**src/rtl/dual_intc_pkg.sv**
```systemverilog
package dual_intc_pkg;
    // Register window byte offsets
    localparam int unsigned OFS_IRQ_PEND = 'h00;
    localparam int unsigned OFS_ENABLE   = 'h04;
    localparam int unsigned OFS_CLASS    = 'h08;
    localparam int unsigned OFS_WAKEMODE = 'h0C;
    localparam int unsigned OFS_FIQ_PEND = 'h10;
    localparam int unsigned OFS_RAW      = 'h20;
endpackage

```
**src/rtl/dual_intc_regs.sv**
```systemverilog
module dual_intc_regs
    import dual_intc_pkg::*;
#(
    parameter int N_SRC  = 32,
    parameter int ADDR_W = 6
) (
    input  logic              clk,
    input  logic              rst_n,
    input  logic              wr_en_i,
    input  logic [ADDR_W-1:0] addr_i,
    input  logic [N_SRC-1:0]  wdata_i,
    input  logic [N_SRC-1:0]  raw_i,
    input  logic [N_SRC-1:0]  irq_pend_i,
    input  logic [N_SRC-1:0]  fiq_pend_i,
    output logic [N_SRC-1:0]  enable_o,
    output logic [N_SRC-1:0]  class_o,
    output logic              wake_mode_o,
    output logic [N_SRC-1:0]  rdata_o
);
    localparam logic [ADDR_W-1:0] A_IRQP = ADDR_W'(OFS_IRQ_PEND);
    localparam logic [ADDR_W-1:0] A_EN   = ADDR_W'(OFS_ENABLE);
    localparam logic [ADDR_W-1:0] A_CLS  = ADDR_W'(OFS_CLASS);
    localparam logic [ADDR_W-1:0] A_WM   = ADDR_W'(OFS_WAKEMODE);
    localparam logic [ADDR_W-1:0] A_FIQP = ADDR_W'(OFS_FIQ_PEND);
    localparam logic [ADDR_W-1:0] A_RAW  = ADDR_W'(OFS_RAW);

    typedef struct packed {
        logic [N_SRC-1:0] enable;
        logic [N_SRC-1:0] cls;
        logic             wake_mode;
    } cfg_t;

    cfg_t cfg_d, cfg_q;

    always_comb begin
        cfg_d = cfg_q;
        if (wr_en_i) begin
            case (addr_i)
                A_EN:    cfg_d.enable    = wdata_i;
                A_CLS:   cfg_d.cls       = wdata_i;
                A_WM:    cfg_d.wake_mode = wdata_i[0];
                default: ;
            endcase
        end
    end

    always_ff @(posedge clk or negedge rst_n) begin
        if (!rst_n) cfg_q <= '0;
        else        cfg_q <= cfg_d;
    end

    always_comb begin
        case (addr_i)
            A_IRQP:  rdata_o = irq_pend_i;
            A_EN:    rdata_o = cfg_q.enable;
            A_CLS:   rdata_o = cfg_q.cls;
            A_WM:    rdata_o = {{(N_SRC-1){1'b0}}, cfg_q.wake_mode};
            A_FIQP:  rdata_o = fiq_pend_i;
            A_RAW:   rdata_o = raw_i;
            default: rdata_o = '0;
        endcase
    end

    assign enable_o    = cfg_q.enable;
    assign class_o     = cfg_q.cls;
    assign wake_mode_o = cfg_q.wake_mode;

    assert_enable_wr_R2: assert property (@(posedge clk) disable iff (!rst_n)
        (wr_en_i && addr_i == A_EN) |=> (enable_o == $past(wdata_i)));

    assert_class_wr_R2: assert property (@(posedge clk) disable iff (!rst_n)
        (wr_en_i && addr_i == A_CLS) |=> (class_o == $past(wdata_i)));

    assert_ro_write_ignored_R10: assert property (@(posedge clk) disable iff (!rst_n)
        (wr_en_i && (addr_i == A_IRQP || addr_i == A_FIQP || addr_i == A_RAW))
        |=> ($stable(enable_o) && $stable(class_o) && $stable(wake_mode_o)));
endmodule

```
**src/rtl/dual_intc_route.sv**
```systemverilog
module dual_intc_route #(
    parameter int N_SRC = 32
) (
    input  logic             clk,
    input  logic             rst_n,
    input  logic [N_SRC-1:0] src_i,
    input  logic [N_SRC-1:0] enable_i,
    input  logic [N_SRC-1:0] class_i,
    input  logic             wake_mode_i,
    output logic [N_SRC-1:0] raw_o,
    output logic [N_SRC-1:0] irq_pend_o,
    output logic [N_SRC-1:0] fiq_pend_o,
    output logic             irq_o,
    output logic             fiq_o,
    output logic             wake_o
);
    typedef struct packed {
        logic [N_SRC-1:0] raw;
        logic             irq;
        logic             fiq;
        logic             wake;
    } st_t;

    st_t st_d, st_q;
    logic [N_SRC-1:0] live_en;

    always_comb begin
        live_en      = src_i & enable_i;
        st_d.raw     = src_i;
        st_d.irq     = |(live_en & ~class_i);
        st_d.fiq     = |(live_en & class_i);
        st_d.wake    = wake_mode_i ? (|live_en) : (|src_i);
    end

    always_ff @(posedge clk or negedge rst_n) begin
        if (!rst_n) st_q <= '0;
        else        st_q <= st_d;
    end

    assign raw_o      = st_q.raw;
    assign irq_pend_o = st_q.raw & enable_i & ~class_i;
    assign fiq_pend_o = st_q.raw & enable_i & class_i;
    assign irq_o      = st_q.irq;
    assign fiq_o      = st_q.fiq;
    assign wake_o     = st_q.wake;

    assert_quiet_no_req_R6: assert property (@(posedge clk) disable iff (!rst_n)
        (src_i == '0) |=> (!irq_o && !fiq_o));

    assert_no_fiq_class_R7: assert property (@(posedge clk) disable iff (!rst_n)
        (class_i == '0) |=> !fiq_o);

    assert_masked_no_wake_R8: assert property (@(posedge clk) disable iff (!rst_n)
        (wake_mode_i && enable_i == '0) |=> !wake_o);

    assert_raw_wake_R9: assert property (@(posedge clk) disable iff (!rst_n)
        (!wake_mode_i && src_i != '0) |=> wake_o);

    assert_req_implies_wake_R8: assert property (@(posedge clk) disable iff (!rst_n)
        (irq_o || fiq_o) |-> wake_o);
endmodule

```
**src/rtl/dual_intc.sv**
```systemverilog
module dual_intc #(
    parameter int N_SRC  = 32,
    parameter int ADDR_W = 6
) (
    input  logic              clk,
    input  logic              rst_n,
    input  logic [N_SRC-1:0]  src_i,
    input  logic              wr_en_i,
    input  logic [ADDR_W-1:0] addr_i,
    input  logic [N_SRC-1:0]  wdata_i,
    output logic [N_SRC-1:0]  rdata_o,
    output logic              irq_o,
    output logic              fiq_o,
    output logic              wake_o
);
    logic [N_SRC-1:0] enable_w, class_w, raw_w, irqp_w, fiqp_w;
    logic             wake_mode_w;

    dual_intc_regs #(.N_SRC(N_SRC), .ADDR_W(ADDR_W)) u_regs (
        .clk         (clk),
        .rst_n       (rst_n),
        .wr_en_i     (wr_en_i),
        .addr_i      (addr_i),
        .wdata_i     (wdata_i),
        .raw_i       (raw_w),
        .irq_pend_i  (irqp_w),
        .fiq_pend_i  (fiqp_w),
        .enable_o    (enable_w),
        .class_o     (class_w),
        .wake_mode_o (wake_mode_w),
        .rdata_o     (rdata_o)
    );

    dual_intc_route #(.N_SRC(N_SRC)) u_route (
        .clk         (clk),
        .rst_n       (rst_n),
        .src_i       (src_i),
        .enable_i    (enable_w),
        .class_i     (class_w),
        .wake_mode_i (wake_mode_w),
        .raw_o       (raw_w),
        .irq_pend_o  (irqp_w),
        .fiq_pend_o  (fiqp_w),
        .irq_o       (irq_o),
        .fiq_o       (fiq_o),
        .wake_o      (wake_o)
    );
endmodule

```
**config.mk**
```make
export PLATFORM = sky130hd
export DESIGN_NAME = dual_intc
export DESIGN_NICKNAME = d
export VERILOG_FILES = /design/src/rtl/dual_intc_pkg.sv /design/src/rtl/dual_intc_regs.sv /design/src/rtl/dual_intc_route.sv /design/src/rtl/dual_intc.sv
export SDC_FILE = /design/constraint.sdc
export NUM_CORES = 1
export LEC_CHECK = 0
export ABC_AREA = 1
export ABC_CLOCK_PERIOD_IN_PS = 1100
export BUFFER_PORTS_ARGS = -buffer_cell sky130_fd_sc_hd__buf_2
export CAP_MARGIN = 10
export CORE_MARGIN = 5
export CORE_UTILIZATION = 35
export DETAILED_ROUTE_END_ITERATION = 10
export HOLD_SLACK_MARGIN = 0.1
export PLACE_DENSITY = 0.53
export SYNTH_ARGS = -nofsm -noshare
export SYNTH_HDL_FRONTEND = slang
export SYNTH_SLANG_ARGS = --single-unit
```
**constraint.sdc**
```tcl
create_clock -name clk -period 1.1 [get_ports clk]
set_input_delay 0.055 -clock clk [delete_from_list [all_inputs] [get_ports clk]]
set_output_delay 0.055 -clock clk [all_outputs]
set_load 0.005 [all_outputs]
```
After elaboration in Yosys (flattened, before gate mapping)
Index checks and enable logic that the tools add are counted.

Register bits after elaboration: 100. Word-level logic and storage cells: 29. Bits of input ports: 73.

Equal/unequal tests: 5. Mux-type cells: 2. Reductions and logical operators: 8. Bitwise gates (word level): 7.

Operators by type and width (number): bitwise AND 32 bit (6); case mux 32 bit (6 select lines) (1); OR reduction 32 bit (4); NOT 32 bit (1); equality test 6 x 4 -> 1 bit (second input constant) (2); equality test 6 x 3 -> 1 bit (second input constant) (1); equality test 6 x 5 -> 1 bit (second input constant) (1); equality test 6 bit (second input constant) (1); zero test 6 bit (1); AND reduction 2 bit (3); two-way mux 1 bit (1).

Longest topological paths before layout
Word-level depth: 3. Mapped depth: 8. Mapped depth without buffers: 8.

Modules after synthesis
From an unflattened synthesis, not the netlist that was laid out.

Cell total of the unflattened synthesis: 974. Area total of the unflattened synthesis: 6480.0 um^2.

By module, submodules not included: dual_intc_regs (instances 1, area an instance 4132.7 um^2, sequential area each 1626.6 um^2, cells each 588); dual_intc_route (instances 1, area an instance 2347.3 um^2, sequential area each 875.8 um^2, cells each 386).

Worst setup path before layout
No wires, ideal clock.

Path type: in2out. Start point: in addr_i[1]. End point: out rdata_o[16]. Path slack: 0.052 ns. Path buffers: 2. Data arrival time: 0.993 ns. Stages: 7. Required time: 1.045 ns. Path through: nor2_4 buf_2 clkbuf_1 nand4_1 o21ai_0 inv_1 nand3_1.

Longest elaborated chain between the ends: 2. Elaborated cells between the ends (all ways): 7.

RTL lines: start, declared (line dual_intc.sv:9) `input logic [ADDR_W-1:0] addr_i,`; equality test 6 bit, or another cell as far along (line dual_intc_regs.sv:53) `case (addr_i)`; case mux 32 bit (6 select lines) * (line dual_intc_regs.sv:53); end, declared (line dual_intc.sv:11) `output logic [N_SRC-1:0] rdata_o,`.

Every way passes the cells marked *; elsewhere a longest branch is shown, timed or not.

Worst setup path after layout
Start point: reg u_regs.cfg_q (netlist bit u_regs.enable_o[0]). End point: out rdata_o[0].

Longest elaborated chain between the ends: 3. Elaborated cells between the ends (all ways): 4.

RTL lines: start, declared (line dual_intc_regs.sv:33) `cfg_t cfg_d, cfg_q;`; start signal, assigned (line dual_intc_regs.sv:49) `else cfg_q <= cfg_d;`; bitwise AND 32 bit (line dual_intc_route.sv:41, dual_intc_route.sv:42); bitwise AND 32 bit (on tied branches) (line dual_intc_route.sv:42, dual_intc_route.sv:41); case mux 32 bit (6 select lines) * (line dual_intc_regs.sv:53).

Marks and branches as above.

==> results.yml <==
status:
  outcome: "complete, but fails checks"
  violations: "setup timing"
clock_network:
  numCtsBuffers: 9
  clock_path_buffers: 2
  path_clk_slew_ns: 0.08
  cts.sinks: 100
  cts_root_buf: "clkbuf_16"
  cts_tree: "done"
  cts_max_level: 3
  clkLatencyLatePin_ns: 0.36
timing:
  rsz0062_at_grt: "yes"
  setup_slack_ns: -0.371
  clock.fmax_mhz: 680
  slew_headroom: 0.792
  hold_viol_final: 0
  period_needed_ns: 1.47
  timing.final.crit_share: 1.34
  whs_ns: 0.125
  finalSetupViolations: 35
  fin_tns_setup_ns: -8.83
  finClkSkew_ns: 0.00828
  drv_slew: 0
  tightest_slew_ns: 0.312
yosys:
  synth-simple-area-share: 0.354
  synth_cells: 878
  synth_cell_types: 18
  yosys_warnings: 0
  synth_top_family_by_area: "simple AND/OR/NAND/NOR gates"
  synth.avg_cell_area_um2: 6.78
  ys_seq_area_frac: 0.420
  synthAdderAreaFrac: 0
  synth_compound_area_frac: 0.108
  synth_area_mm2: 0.00595
  synth_seq_cells: 100
  yosys.area_share.xor_xnor: 0
  synth_nets: 951
  synth_mux_area_frac: 0
drt:
  drc_errors: 0
  wire_per_inst_um: 16.0
  dr.pass1.iters: 5
  via_per_inst: 5.02
  ant_nets: 0
  wirelength_um: 22700
  routed-via-count: 7117
  drtIter0Drc: 377
flow_run:
  maxCapViolations: 0
die:
  die_area_mm2: 0.0197
  io_pins: 108
  initial_core_util: 0.358
  die_w_um: 140
  core_area_mm2: 0.0166
  die_h_um: 140
  rows: 47
global_routing:
  antenna_found_initial: 0
  grt_max_degree: 65
  grt_overflow_total: 0
  grt_use_total: 0.230
  grt_pass1_wl_um: 36300
  grt_pass1_vias: 6989
place:
  place_inst: 1276
  hpwl_um: 15300
  portBuffers: 107
  gp_congestion: 0.831
  dp_slack_ns: -0.243
critical_path:
  crit_path_end_kind: "primary output"
  max_stage_delay_ns: 0.41
  cp_max_fo: 2
  slowest_stage: "dfrtp_1"
  critical_path_arrival_ns: 1.42
  worstSetupPathType: "flop to primary output"
  ff2ff_setup_slack_ns: -0.28
  worst-path-buf-inv: 2
  cpMostUsedCell: "buf_6"
  startpoint_type: "flop"
  required_ns: 1.04
  r2r_start: "u_regs.enable_o[0]"
  path_delay_family: "flip-flops"
  startpoint: "u_regs.enable_o[0]"
  crit_chain: "buf_6 > nand4_1 > nand2_1 > nor2_2 > nand3_2 > buf_6"
pwr:
  power_density_mw_per_mm2: 1250
  leakage_nw: 4.98
  peakVddDrop_uv: 1150
finish:
  final_cell_mix: "224 x nand2_1, 110 x buf_4, 104 x inv_1, 103 x buf_2, 100 x dfrtp_1"
  n_antenna_cell: 0
  area_growth_pct: 59.3
  final_nets: 1266
  final_common_cell: "nand2_1"
  nFillCells: 1557
  fin_cells: 1418
  drive_above_1_share: 0.322
worst_hold_path:
  hold_path.class: "input pin to async pin"
-- synthesized netlist by cell type (all sizes together) --
cell / n / area (µm²)
nand2: 238 / 893
inv: 136 / 510
dfrtp: 100 / 2500
nand4: 99 / 619
nor2: 93 / 379
o21ai: 89 / 445
nand3: 41 / 210
a21oi: 32 / 160
clkbuf: 29 / 109
buf: 14 / 81.3
o22ai: 6 / 37.5
nor3: 1 / 5.00
-- logic make-up (layout without fill, tap and decap cells) --
logic type | after synthesis | in the layout
flops | 100 | 100
compound gates | 127 | 127
simple gates | 472 | 472
buf+inv | 179 | 499
-- report_power, final --
group | internal (mW) | switching [mW] | leakage [nW]
registers | 4.13 | 0.314 | 1.22
logic | 1.97 | 1.80 | 3.60
clock network | 2.03 | 1.58 | 0.155
-- metal layers --
metal,part of all wire,global-route usage,up-vias
met5,0,0,-
met4,0.023,0.0704,0
met3,0.059,0.0440,44
met2,0.47,0.374,237
met1,0.45,0.310,3331
li1,-,-,3505
-- final cells by class --
cell class / count / area (µm²) / share of cell area
Multi-Input combinational cell: 599 / 2960 / 0.312
Clock buffer: 10 / 229 / 0.0241
Timing Repair Buffer: 347 / 2910 / 0.307
Clock inverter: 6 / 96.3 / 0.0102
Tap cell: 220 / 275 / 0.0290
Sequential cell: 100 / 2500 / 0.264
Inverter: 136 / 515 / 0.0544
-- worst paths after layout --
kind	end	cells past startpoint
min in group clk	u_regs.wake_mode_o	5
min	u_regs.enable_o[0]	2
min reg2reg	u_regs.enable_o[31]	2
max in group asynchronous	u_regs.enable_o[5]	3
max reg2reg	u_route.wake_o	10
max	rdata_o[0]	6
-- registers in the layout, summed over array words and instances (netlist names) --
name,cells
u_regs.class_o,32
u_regs.enable_o,32
u_regs.wake_mode_o,1
u_route.fiq_o,1
u_route.irq_o,1
u_route.raw_o,32
u_route.wake_o,1
-- through the flow --
step | instance area [µm²] | power [mW] | utilization
final | 9480 | 11.8 | 0.570
after global routing | 9480 | 12.4 | 0.570
after CTS | 9230 | 11.6 | 0.555
after detailed placement | 7640 | 7.21 | 0.459
after global placement | 7640 | 7.20 | 0.459
after floorplan | 5950 | 5.67 | -
-- what timing repair did --
item,4_1_cts,5_1_grt
gates resized for setup,136,37
setup endpoints to repair,35,35
pin swaps,82,47
hold endpoints to repair,197,0
hold buffers,66,0
buffers inserted,49,19
No activity file was read; power rests on OpenSTA's default activity.
